**src/rtl/hvi_pkg.sv**
```systemverilog
// Shared types and constants for the virtual-instruction trap classifier.
// Assumes a 5-bit exception cause field.
package hvi_pkg;
    localparam int CAUSE_W = 5;
    localparam logic [CAUSE_W-1:0] CAUSE_NONE    = 5'd0;
    localparam logic [CAUSE_W-1:0] CAUSE_ILLEGAL = 5'd2;
    localparam logic [CAUSE_W-1:0] CAUSE_VIRT    = 5'd22;

    typedef enum logic [1:0] {
        PRIV_U = 2'b00,
        PRIV_S = 2'b01,
        PRIV_M = 2'b11
    } priv_e;

    // Verdict of one classification path.
    typedef struct packed {
        logic illegal;
        logic virt;
    } verdict_t;
endpackage

```
**src/rtl/hvi_ctr_check.sv**
```systemverilog
// Counter-enable check. The counter bit is looked up in both enable
// registers. A clear machine bit is illegal outside machine mode. A set
// machine bit with a clear hypervisor bit is virtual when virtualized.
// Assumes ctr_idx is below NCTR.
module hvi_ctr_check #(
    parameter int NCTR  = 32,
    parameter int IDX_W = $clog2(NCTR)
) (
    input  logic             is_ctr,
    input  logic             eff_v,
    input  logic             m_mode,
    input  logic [IDX_W-1:0] ctr_idx,
    input  logic [NCTR-1:0]  mcounteren,
    input  logic [NCTR-1:0]  hcounteren,
    output hvi_pkg::verdict_t verdict
);
    logic m_bit;
    logic h_bit;

    // Select the enable bits for the addressed counter.
    always_comb begin
        m_bit = mcounteren[ctr_idx];
        h_bit = hcounteren[ctr_idx];
    end

    // Form the counter verdict.
    always_comb begin
        verdict.illegal = is_ctr && !m_mode && !m_bit;
        verdict.virt    = is_ctr && !m_mode && m_bit && eff_v && !h_bit;
    end
endmodule

```
**src/rtl/hvi_classify.sv**
```systemverilog
// Combinational classifier for the non-WFI instruction classes. It
// produces separate illegal and virtual indications. Priority between
// the two is applied by the caller. Assumes eff_v is already forced to 0
// in machine mode.
module hvi_classify (
    input  logic       eff_v,
    input  logic [1:0] priv,
    input  logic       is_hlv,
    input  logic       is_hlvx,
    input  logic       is_hsv,
    input  logic       is_hfence,
    input  logic       is_hcsr,
    input  logic       is_sret,
    input  logic       is_sfence,
    input  logic       is_satp,
    input  logic       trap_sret,
    input  logic       trap_vm,
    input  hvi_pkg::verdict_t ctr_verdict,
    output hvi_pkg::verdict_t verdict
);
    import hvi_pkg::*;

    logic u_mode;
    logic vs_mode;
    logic hyp_ls;
    logic hyp_sys;
    logic vm_ops;

    // Decode the mode and group the instruction classes.
    always_comb begin
        u_mode  = (priv == PRIV_U);
        vs_mode = eff_v && (priv == PRIV_S);
        hyp_ls  = is_hlv || is_hlvx || is_hsv;
        hyp_sys = is_hfence || is_hcsr;
        vm_ops  = is_sfence || is_satp;
    end

    // Combine the per-class illegal and virtual conditions.
    always_comb begin
        verdict.illegal = ctr_verdict.illegal
                        || (hyp_ls && !eff_v && u_mode)
                        || (hyp_sys && u_mode)
                        || (is_sret && u_mode)
                        || (vm_ops && u_mode);
        verdict.virt    = ctr_verdict.virt
                        || (hyp_ls && eff_v)
                        || (hyp_sys && vs_mode)
                        || (is_sret && vs_mode && trap_sret)
                        || (vm_ops && vs_mode && trap_vm);
    end
endmodule

```
**src/rtl/hvi_wfi_timer.sv**
```systemverilog
// Bounded WFI wait timer. The wait starts on a strobed WFI. A pending
// interrupt or any other strobed instruction ends it. A virtualized wait
// that reaches WFI_LIMIT cycles raises a one-cycle timeout and ends. A
// non-virtualized wait holds at the limit.
// Assumes WFI_LIMIT >= 1.
module hvi_wfi_timer #(
    parameter int XLEN      = 32,
    parameter int WFI_LIMIT = 8,
    localparam int CNT_W    = (WFI_LIMIT > 1) ? $clog2(WFI_LIMIT) : 1
) (
    input  logic            clk,
    input  logic            rst_n,
    input  logic            instr_valid,
    input  logic            is_wfi,
    input  logic            eff_v,
    input  logic            irq_pending,
    input  logic [XLEN-1:0] instr,
    output logic            waiting,
    output logic            timeout,
    output logic [XLEN-1:0] wfi_word
);
    logic [CNT_W-1:0] cnt;
    logic             virt_q;
    logic             at_lim;

    // Detect the final cycle of the wait window.
    always_comb at_lim = (cnt == CNT_W'(WFI_LIMIT - 1));

    // Raise the timeout when a virtualized wait is still running at the limit.
    always_comb timeout = waiting && !instr_valid && !irq_pending && at_lim && virt_q;

    // Sequence the wait: start, cancel, count and expire.
    always_ff @(posedge clk) begin
        if (!rst_n) begin
            waiting  <= 1'b0;
            cnt      <= '0;
            virt_q   <= 1'b0;
            wfi_word <= '0;
        end else if (instr_valid && is_wfi) begin
            waiting  <= 1'b1;
            cnt      <= '0;
            virt_q   <= eff_v;
            wfi_word <= instr;
        end else if (instr_valid || (waiting && irq_pending)) begin
            waiting  <= 1'b0;
        end else if (waiting) begin
            if (at_lim) begin
                if (virt_q) waiting <= 1'b0;
            end else begin
                cnt <= cnt + 1'b1;
            end
        end
    end
endmodule

```
**src/rtl/hvi_trap_classifier.sv**
```systemverilog
// Top of the trap classifier. It derives the effective virtualization
// bit, merges the counter and class verdicts with illegal taking
// priority, and registers one verdict per strobed instruction or WFI
// timeout. Assumes the class flags come from a decoder, normally one-hot.
module hvi_trap_classifier #(
    parameter int XLEN      = 32,
    parameter int NCTR      = 32,
    parameter int WFI_LIMIT = 8,
    localparam int IDX_W    = $clog2(NCTR)
) (
    input  logic                        clk,
    input  logic                        rst_n,
    input  logic                        instr_valid,
    input  logic                        virt,
    input  logic [1:0]                  priv,
    input  logic                        is_ctr,
    input  logic                        is_wfi,
    input  logic                        is_hlv,
    input  logic                        is_hlvx,
    input  logic                        is_hsv,
    input  logic                        is_hfence,
    input  logic                        is_hcsr,
    input  logic                        is_sret,
    input  logic                        is_sfence,
    input  logic                        is_satp,
    input  logic [IDX_W-1:0]            ctr_idx,
    input  logic [NCTR-1:0]             mcounteren,
    input  logic [NCTR-1:0]             hcounteren,
    input  logic                        trap_sret,
    input  logic                        trap_vm,
    input  logic                        irq_pending,
    input  logic [XLEN-1:0]             instr,
    output logic                        trap_valid,
    output logic [hvi_pkg::CAUSE_W-1:0] trap_cause,
    output logic [XLEN-1:0]             trap_val,
    output logic                        wfi_waiting
);
    import hvi_pkg::*;

    logic            m_mode;
    logic            eff_v;
    verdict_t        ctr_v;
    verdict_t        cls_v;
    logic            wfi_timeout;
    logic [XLEN-1:0] wfi_word;

    // Ignore the virtualization bit in machine mode.
    always_comb begin
        m_mode = (priv == PRIV_M);
        eff_v  = virt && !m_mode;
    end

    hvi_ctr_check #(.NCTR(NCTR), .IDX_W(IDX_W)) u_ctr (
        .is_ctr     (is_ctr),
        .eff_v      (eff_v),
        .m_mode     (m_mode),
        .ctr_idx    (ctr_idx),
        .mcounteren (mcounteren),
        .hcounteren (hcounteren),
        .verdict    (ctr_v)
    );

    hvi_classify u_cls (
        .eff_v       (eff_v),
        .priv        (priv),
        .is_hlv      (is_hlv),
        .is_hlvx     (is_hlvx),
        .is_hsv      (is_hsv),
        .is_hfence   (is_hfence),
        .is_hcsr     (is_hcsr),
        .is_sret     (is_sret),
        .is_sfence   (is_sfence),
        .is_satp     (is_satp),
        .trap_sret   (trap_sret),
        .trap_vm     (trap_vm),
        .ctr_verdict (ctr_v),
        .verdict     (cls_v)
    );

    hvi_wfi_timer #(.XLEN(XLEN), .WFI_LIMIT(WFI_LIMIT)) u_wfi (
        .clk         (clk),
        .rst_n       (rst_n),
        .instr_valid (instr_valid),
        .is_wfi      (is_wfi),
        .eff_v       (eff_v),
        .irq_pending (irq_pending),
        .instr       (instr),
        .waiting     (wfi_waiting),
        .timeout     (wfi_timeout),
        .wfi_word    (wfi_word)
    );

    // Register the single verdict for this cycle, illegal before virtual.
    always_ff @(posedge clk) begin
        if (!rst_n) begin
            trap_valid <= 1'b0;
            trap_cause <= CAUSE_NONE;
            trap_val   <= '0;
        end else if (instr_valid) begin
            trap_valid <= cls_v.illegal || cls_v.virt;
            trap_cause <= cls_v.illegal ? CAUSE_ILLEGAL :
                          (cls_v.virt ? CAUSE_VIRT : CAUSE_NONE);
            trap_val   <= (cls_v.illegal || cls_v.virt) ? instr : '0;
        end else if (wfi_timeout) begin
            trap_valid <= 1'b1;
            trap_cause <= CAUSE_VIRT;
            trap_val   <= wfi_word;
        end else begin
            trap_valid <= 1'b0;
            trap_cause <= CAUSE_NONE;
            trap_val   <= '0;
        end
    end
endmodule

```
**config.mk**
```make
export PLATFORM = sky130hd
export DESIGN_NAME = hvi_trap_classifier
export DESIGN_NICKNAME = d
export VERILOG_FILES = /design/src/rtl/hvi_pkg.sv /design/src/rtl/hvi_ctr_check.sv /design/src/rtl/hvi_classify.sv /design/src/rtl/hvi_wfi_timer.sv /design/src/rtl/hvi_trap_classifier.sv
export SDC_FILE = /design/constraint.sdc
export NUM_CORES = 1
export LEC_CHECK = 0
export ABC_AREA = 1
export BUFFER_PORTS_ARGS = -buffer_cell sky130_fd_sc_hd__buf_4
export CAP_MARGIN = 10
export CORE_MARGIN = 3
export CORE_UTILIZATION = 36
export CTS_CLUSTER_DIAMETER = 120
export DETAILED_ROUTE_END_ITERATION = 8
export GPL_ROUTABILITY_DRIVEN = 0
export HOLD_SLACK_MARGIN = 0.1
export PLACE_DENSITY = 0.66
export SKIP_CTS_REPAIR_TIMING = 1
export SYNTH_ARGS = -nofsm -noshare
export SYNTH_HDL_FRONTEND = slang
export SYNTH_SLANG_ARGS = --single-unit
```
**constraint.sdc**
```tcl
create_clock -name clk -period 1.6 [get_ports clk]
set_input_delay 0 -clock clk [delete_from_list [all_inputs] [get_ports clk]]
set_output_delay 0 -clock clk [all_outputs]
set_load 0.01 [all_outputs]
```
* Yosys cells after proc, flatten, opt, wreduce, memory -nomap -nowiden
Cells that the tools add are included.
Operators by class: $add $sub $neg 1, order comparisons 1, equality and inequality tests 3, muxes and demuxes 18, bitwise gates (word level) 3, reductions and logical operators 47
Operators by type and width (number):
- $mux W32 | 3
- $logic_and A1 B1 Y1 | 24
- $mux W5 | 4
- $logic_or A1 B1 Y1 | 14
- $bmux W1 S5 | 2
- $mux W1 | 9
- $logic_not A1 Y1 | 6
- $lt A5 B6 Y1 const B | 1
- $add A3 B1 Y3 const B | 1
- $eq A3 B3 Y1 const B | 1
- $not A1 Y1 | 3
- $reduce_and A3 Y1 | 1
- $eq A2 B1 Y1 const B | 1
- $eq A2 B2 Y1 const B | 1
- $logic_not A2 Y1 | 1
- $reduce_or A2 Y1 | 1
Storage, ports and cells: bits in registers 75, bits of input ports 120, output and inout port bits 39

* Depth between registers and ports, before layout
depth in word-level cells 13, gate-level depth with buffers 16, gate-level depth less buffers 13

* By module
A second synthesis with hierarchy kept.
Second synthesis, totals: cells, all modules 527, area total of the unflattened synthesis 3489.6 µm²
By module, submodules not included:
- hvi_wfi_timer | times used 1, cells each 176, area each 1356.3 µm²
- hvi_trap_classifier | times used 1, cells each 159, area each 1272.5 µm²
- hvi_ctr_check | times used 1, cells each 165, area each 754.5 µm²
- hvi_classify | times used 1, cells each 27, area each 106.4 µm²

* Worst setup path after synthesis
OpenSTA, ideal clock, no wires.
path type reg-to-reg, from reg u_wfi.cnt[0], to reg trap_val[0], library setup time 0.071 ns, data arrival time 1.418 ns, path slack 0.111 ns, stages on the path, launching flop included 8, buffers on the path 1, clock period less this slack 1.489 ns, cells stage by stage dfxtp_1 ha_1 ha_1 nand2_1 nor2_1 clkbuf_1 nand2_1 a21oi_2
On the way: cells in the longest elaborated chain, start to end 5
RTL lines:
- from (decl) | line hvi_wfi_timer.sv:22 | logic [CNT_W-1:0] cnt;
- from (signal assigned) | line hvi_wfi_timer.sv:50 | cnt <= cnt + 1'b1;
- $eq A3 B3 Y1 | line hvi_wfi_timer.sv:27 | always_comb at_lim = (cnt == CNT_W'(WFI_LIMIT - 1));
- $logic_and A1 B1 Y1 (2 in series) | line hvi_wfi_timer.sv:30 | always_comb timeout = waiting && !instr_valid && !irq_pending && at_lim && virt_q;
- $mux W32 | line hvi_trap_classifier.sv:104 | end else if (wfi_timeout) begin
- $mux W32 | line hvi_trap_classifier.sv:99 | end else if (instr_valid) begin
- to (signal assigned) | line hvi_trap_classifier.sv:103 | trap_val <= (cls_v.illegal || cls_v.virt) ? instr : '0;
- to (signal assigned) | line hvi_trap_classifier.sv:107 | trap_val <= wfi_word;
- to (decl) | line hvi_trap_classifier.sv:35 | output logic [XLEN-1:0] trap_val,
No other way between the ends. A chain may end at the register's enable or synchronous reset.

* Final worst setup path
from in rst_n, to reg trap_val[24]
RTL lines:
- from (decl) | line hvi_trap_classifier.sv:12 | input logic rst_n,
No word-level cell between the ends.

==> results.yml <==
setup_path:
  critical_path.max_fanout: 31
  critPathMaxStageDelay_ns: 0.83
  cpMostUsedCell: "buf_4"
  slowest_stage: "dlygate4sd3_1"
  startpoint: "rst_n"
  worstSetupPathType: "in2reg"
  path_delay_family: "buffers and inverters"
  path_buf_inv: 4
  critPathLaunchType: "primary input"
  r2r_start: "u_wfi.cnt[0]$_SDFFE_PP0P_"
  r2r_cells: 6
  reg2reg_to: "u_wfi.cnt[0]$_SDFFE_PP0P_"
  arrival_ns: 1.78
  path_cells: "buf_4 -> dlygate4sd3_1 -> clkinv_1 -> buf_4 -> a21oi_1"
  end_kind: "flip-flop"
  cp.required_ns: 1.86
  rrSetupSlack_ns: 0.15
final_layout:
  design_area_sq_um: 5610
  drive_gt1_share_pct: 37.5
  nets: 803
  num-fill-cells: 910
  finish.utilization_pct: 56.7
  syn_to_final_growth_pct: 50.6
  diodes: 0
timing:
  min_period_ns: 1.51
  fin_skew_ns: 0.0127
  drv_slew: 0
  fin_crit_sh_pct: 94.5
  finalSetupViolations: 0
  setup_ws_ns: 0.0880
  final-hold-violation-count: 0
  whs_ns: 0.0652
  rsz0062_at_grt: "no"
  tightest_slew_ns: 0.532
  clock.fmax_mhz: 661
  slew_headroom_pct: 64.5
min_path:
  holdCritStartpoint: "instr_valid"
  hold_path_class: "in2reg"
  whs_path_depth: 6
  min_to: "u_wfi.waiting$_SDFF_PN0_"
power:
  p_per_area_nw_per_um2: 779
  irDropWorstVdd_uv: 390
  p_leak_nw: 2.52
  totalPowerFinal_mw: 4.37
flow_run:
  maxCapViolations: 0
route:
  drtAntennaViolNets: 0
  vias: 3934
  drt-met1-wl_mm: 4.67
  dr_wl_met3_um: 511
  drt-initial-drc-count: 199
  drc: 0
  dr.pass1.iters: 5
  route.met2.wl_mm: 5.55
  wl_per_cell_um: 13.3
  top_layer_used: "met4"
  routed_wl_mm: 10.9
  vias_per_cell: 4.81
synthesis:
  synth_edf_count: 0
  yosysTopAreaCell: "dfxtp_1"
  synth_top_area_share_pct: 38.1
  netlist_instances: 493
  synthArstFlopShare_pct: 0
  synth_top_cells_by_count: "nand2_1 (88), nand3_1 (77), dfxtp_1 (71), o21ai_0 (50), inv_1 (44)"
  yosysWarnings: 0
  avgSynthCellArea_sq_um: 7.56
  synthTopCellsByArea: "dfxtp_1 (38%), nand3_1 (10%), nand2_1 (8.9%)"
  ys_seq_area_share_pct: 38.1
  synth.distinct_cells: 31
  ys_ff_latch: 71
  synthesis.area_sq_um: 3730
  yosysMostFrequentCell: "nand2_1"
  synth_flop_cell: "dfxtp_1"
floorplan:
  die_h_um: 108
  io_pins: 159
  design.core.area_sq_um: 9910
  row_count: 36
  dieArea_sq_um: 11600
  die-width_um: 108
  initial_core_util_pct: 37.6
grt:
  antenna_found_initial: 0
  grt_max_degree: 34
  grt_overflow: 0
  track_usage_pct: 17.7
  grt_pass1_vias: 3668
  grt_pass1_wl_mm: 16.8
clock_network:
  cts_tree: "done"
  htree_levels: 3
  cts_buffers: 9
  cts-root-buf: "clkbuf_8"
  clockBufferDepth: 2
  clk_latency_ns: 0.34
  path_clk_slew_ns: 0.07
  cts_sinks: 71
place:
  place_ws_ns: -0.0536
  dp_hpwl_mm: 7.72
  placed_area_sq_um: 4960
  port-buffer-count: 156
run_status:
  status: "finished clean"
==> cells by family (layout without fill, tap and decap cells) <==
family | Yosys count | in the layout | synth area share (%)
and+or+nand+nor | 241 | 241 | 33.1
AOI/OAI and AO/OA | 92 | 92 | 15.7
buffers and inverters | 86 | 277 | 12.2
DFF | 71 | 71 | 38.1
adders and majority gates | 2 | 2 | 0.671
other | 1 | 2 | 0.101
==> cells in the final DEF (no fill, tap or decap), drive strengths merged <==
master	n
buf	171
nand3	109
nand2	90
dfxtp	71
o21ai	51
inv	46
dlygate4sd3	43
a21oi	40
nor2	37
clkbuf	10
clkinv	5
ha	2
conb	2
bufinv	2
nand4	2
o211ai	1
or3	1
nor3	1
or2	1
==> state kept, by name, indices dropped and copies added (netlist names) <==
signal,flops
u_wfi.virt_q,1
u_wfi.cnt,3
u_wfi.wfi_word,32
trap_cause,1
trap_valid,1
trap_val,32
u_wfi.waiting,1
==> cell type report <==
type	instances	area (sq um)	share of cell area, %
Multi-Input combinational cell	337	1860	33.1
Sequential cell	71	1420	25.3
Clock buffer	10	138	2.45
Clock inverter	5	82.6	1.47
Tap cell	133	166	2.96
Inverter	48	185	3.30
Timing Repair Buffer	214	1760	31.4
==> where the power goes <==
group | switching, mW | internal, mW
combinational | 0.439 | 0.478
sequential | 0.0331 | 1.84
clock | 0.666 | 0.914
total | 1.14 | 3.24
==> metrics by stage <==
step	TNS, ns	std cells
finish	0	818
global route	0	818
CTS	0	775
detailed placement	-0.968	760
global placement	-0.00162	760
floorplan	0	494
==> metal layers <==
metal	vias to the layer above	global-route usage (%)
met5	-	0
met4	0	5.50
met3	15	3.66
met2	123	31.4
met1	1810	21.4
li1	1986	-
==> worst reg2reg max path, delay by kind of cell (launching register included) <==
family,cells,cell delay [ns]
AO/OA/AOI/OAI,1,0.11
AND/OR/NAND/NOR,2,0.46
buffers and inverters,1,0.10
adder cells (fa/ha/maj),2,0.39
flip-flops,1,0.33
==> worst max-delay path by stage <==
stage / endpoint / slack [ns] / cells after the start
5_1_grt: trap_val[23]$_SDFF_PN0_ / 0.01 / 5
3_5_place_dp: trap_val[24]$_SDFF_PN0_ / -0.05 / 14
6_report: trap_val[24]$_SDFF_PN0_ / 0.09 / 5
3_3_place_gp: trap_val[24]$_SDFF_PN0_ / -0.001 / 14
4_1_cts: u_wfi.cnt[0]$_SDFFE_PP0P_ / 0.14 / 6
2_1_floorplan: trap_val[0]$_SDFF_PN0_ / 0.11 / 7
Power figures use the tool's default switching activity.
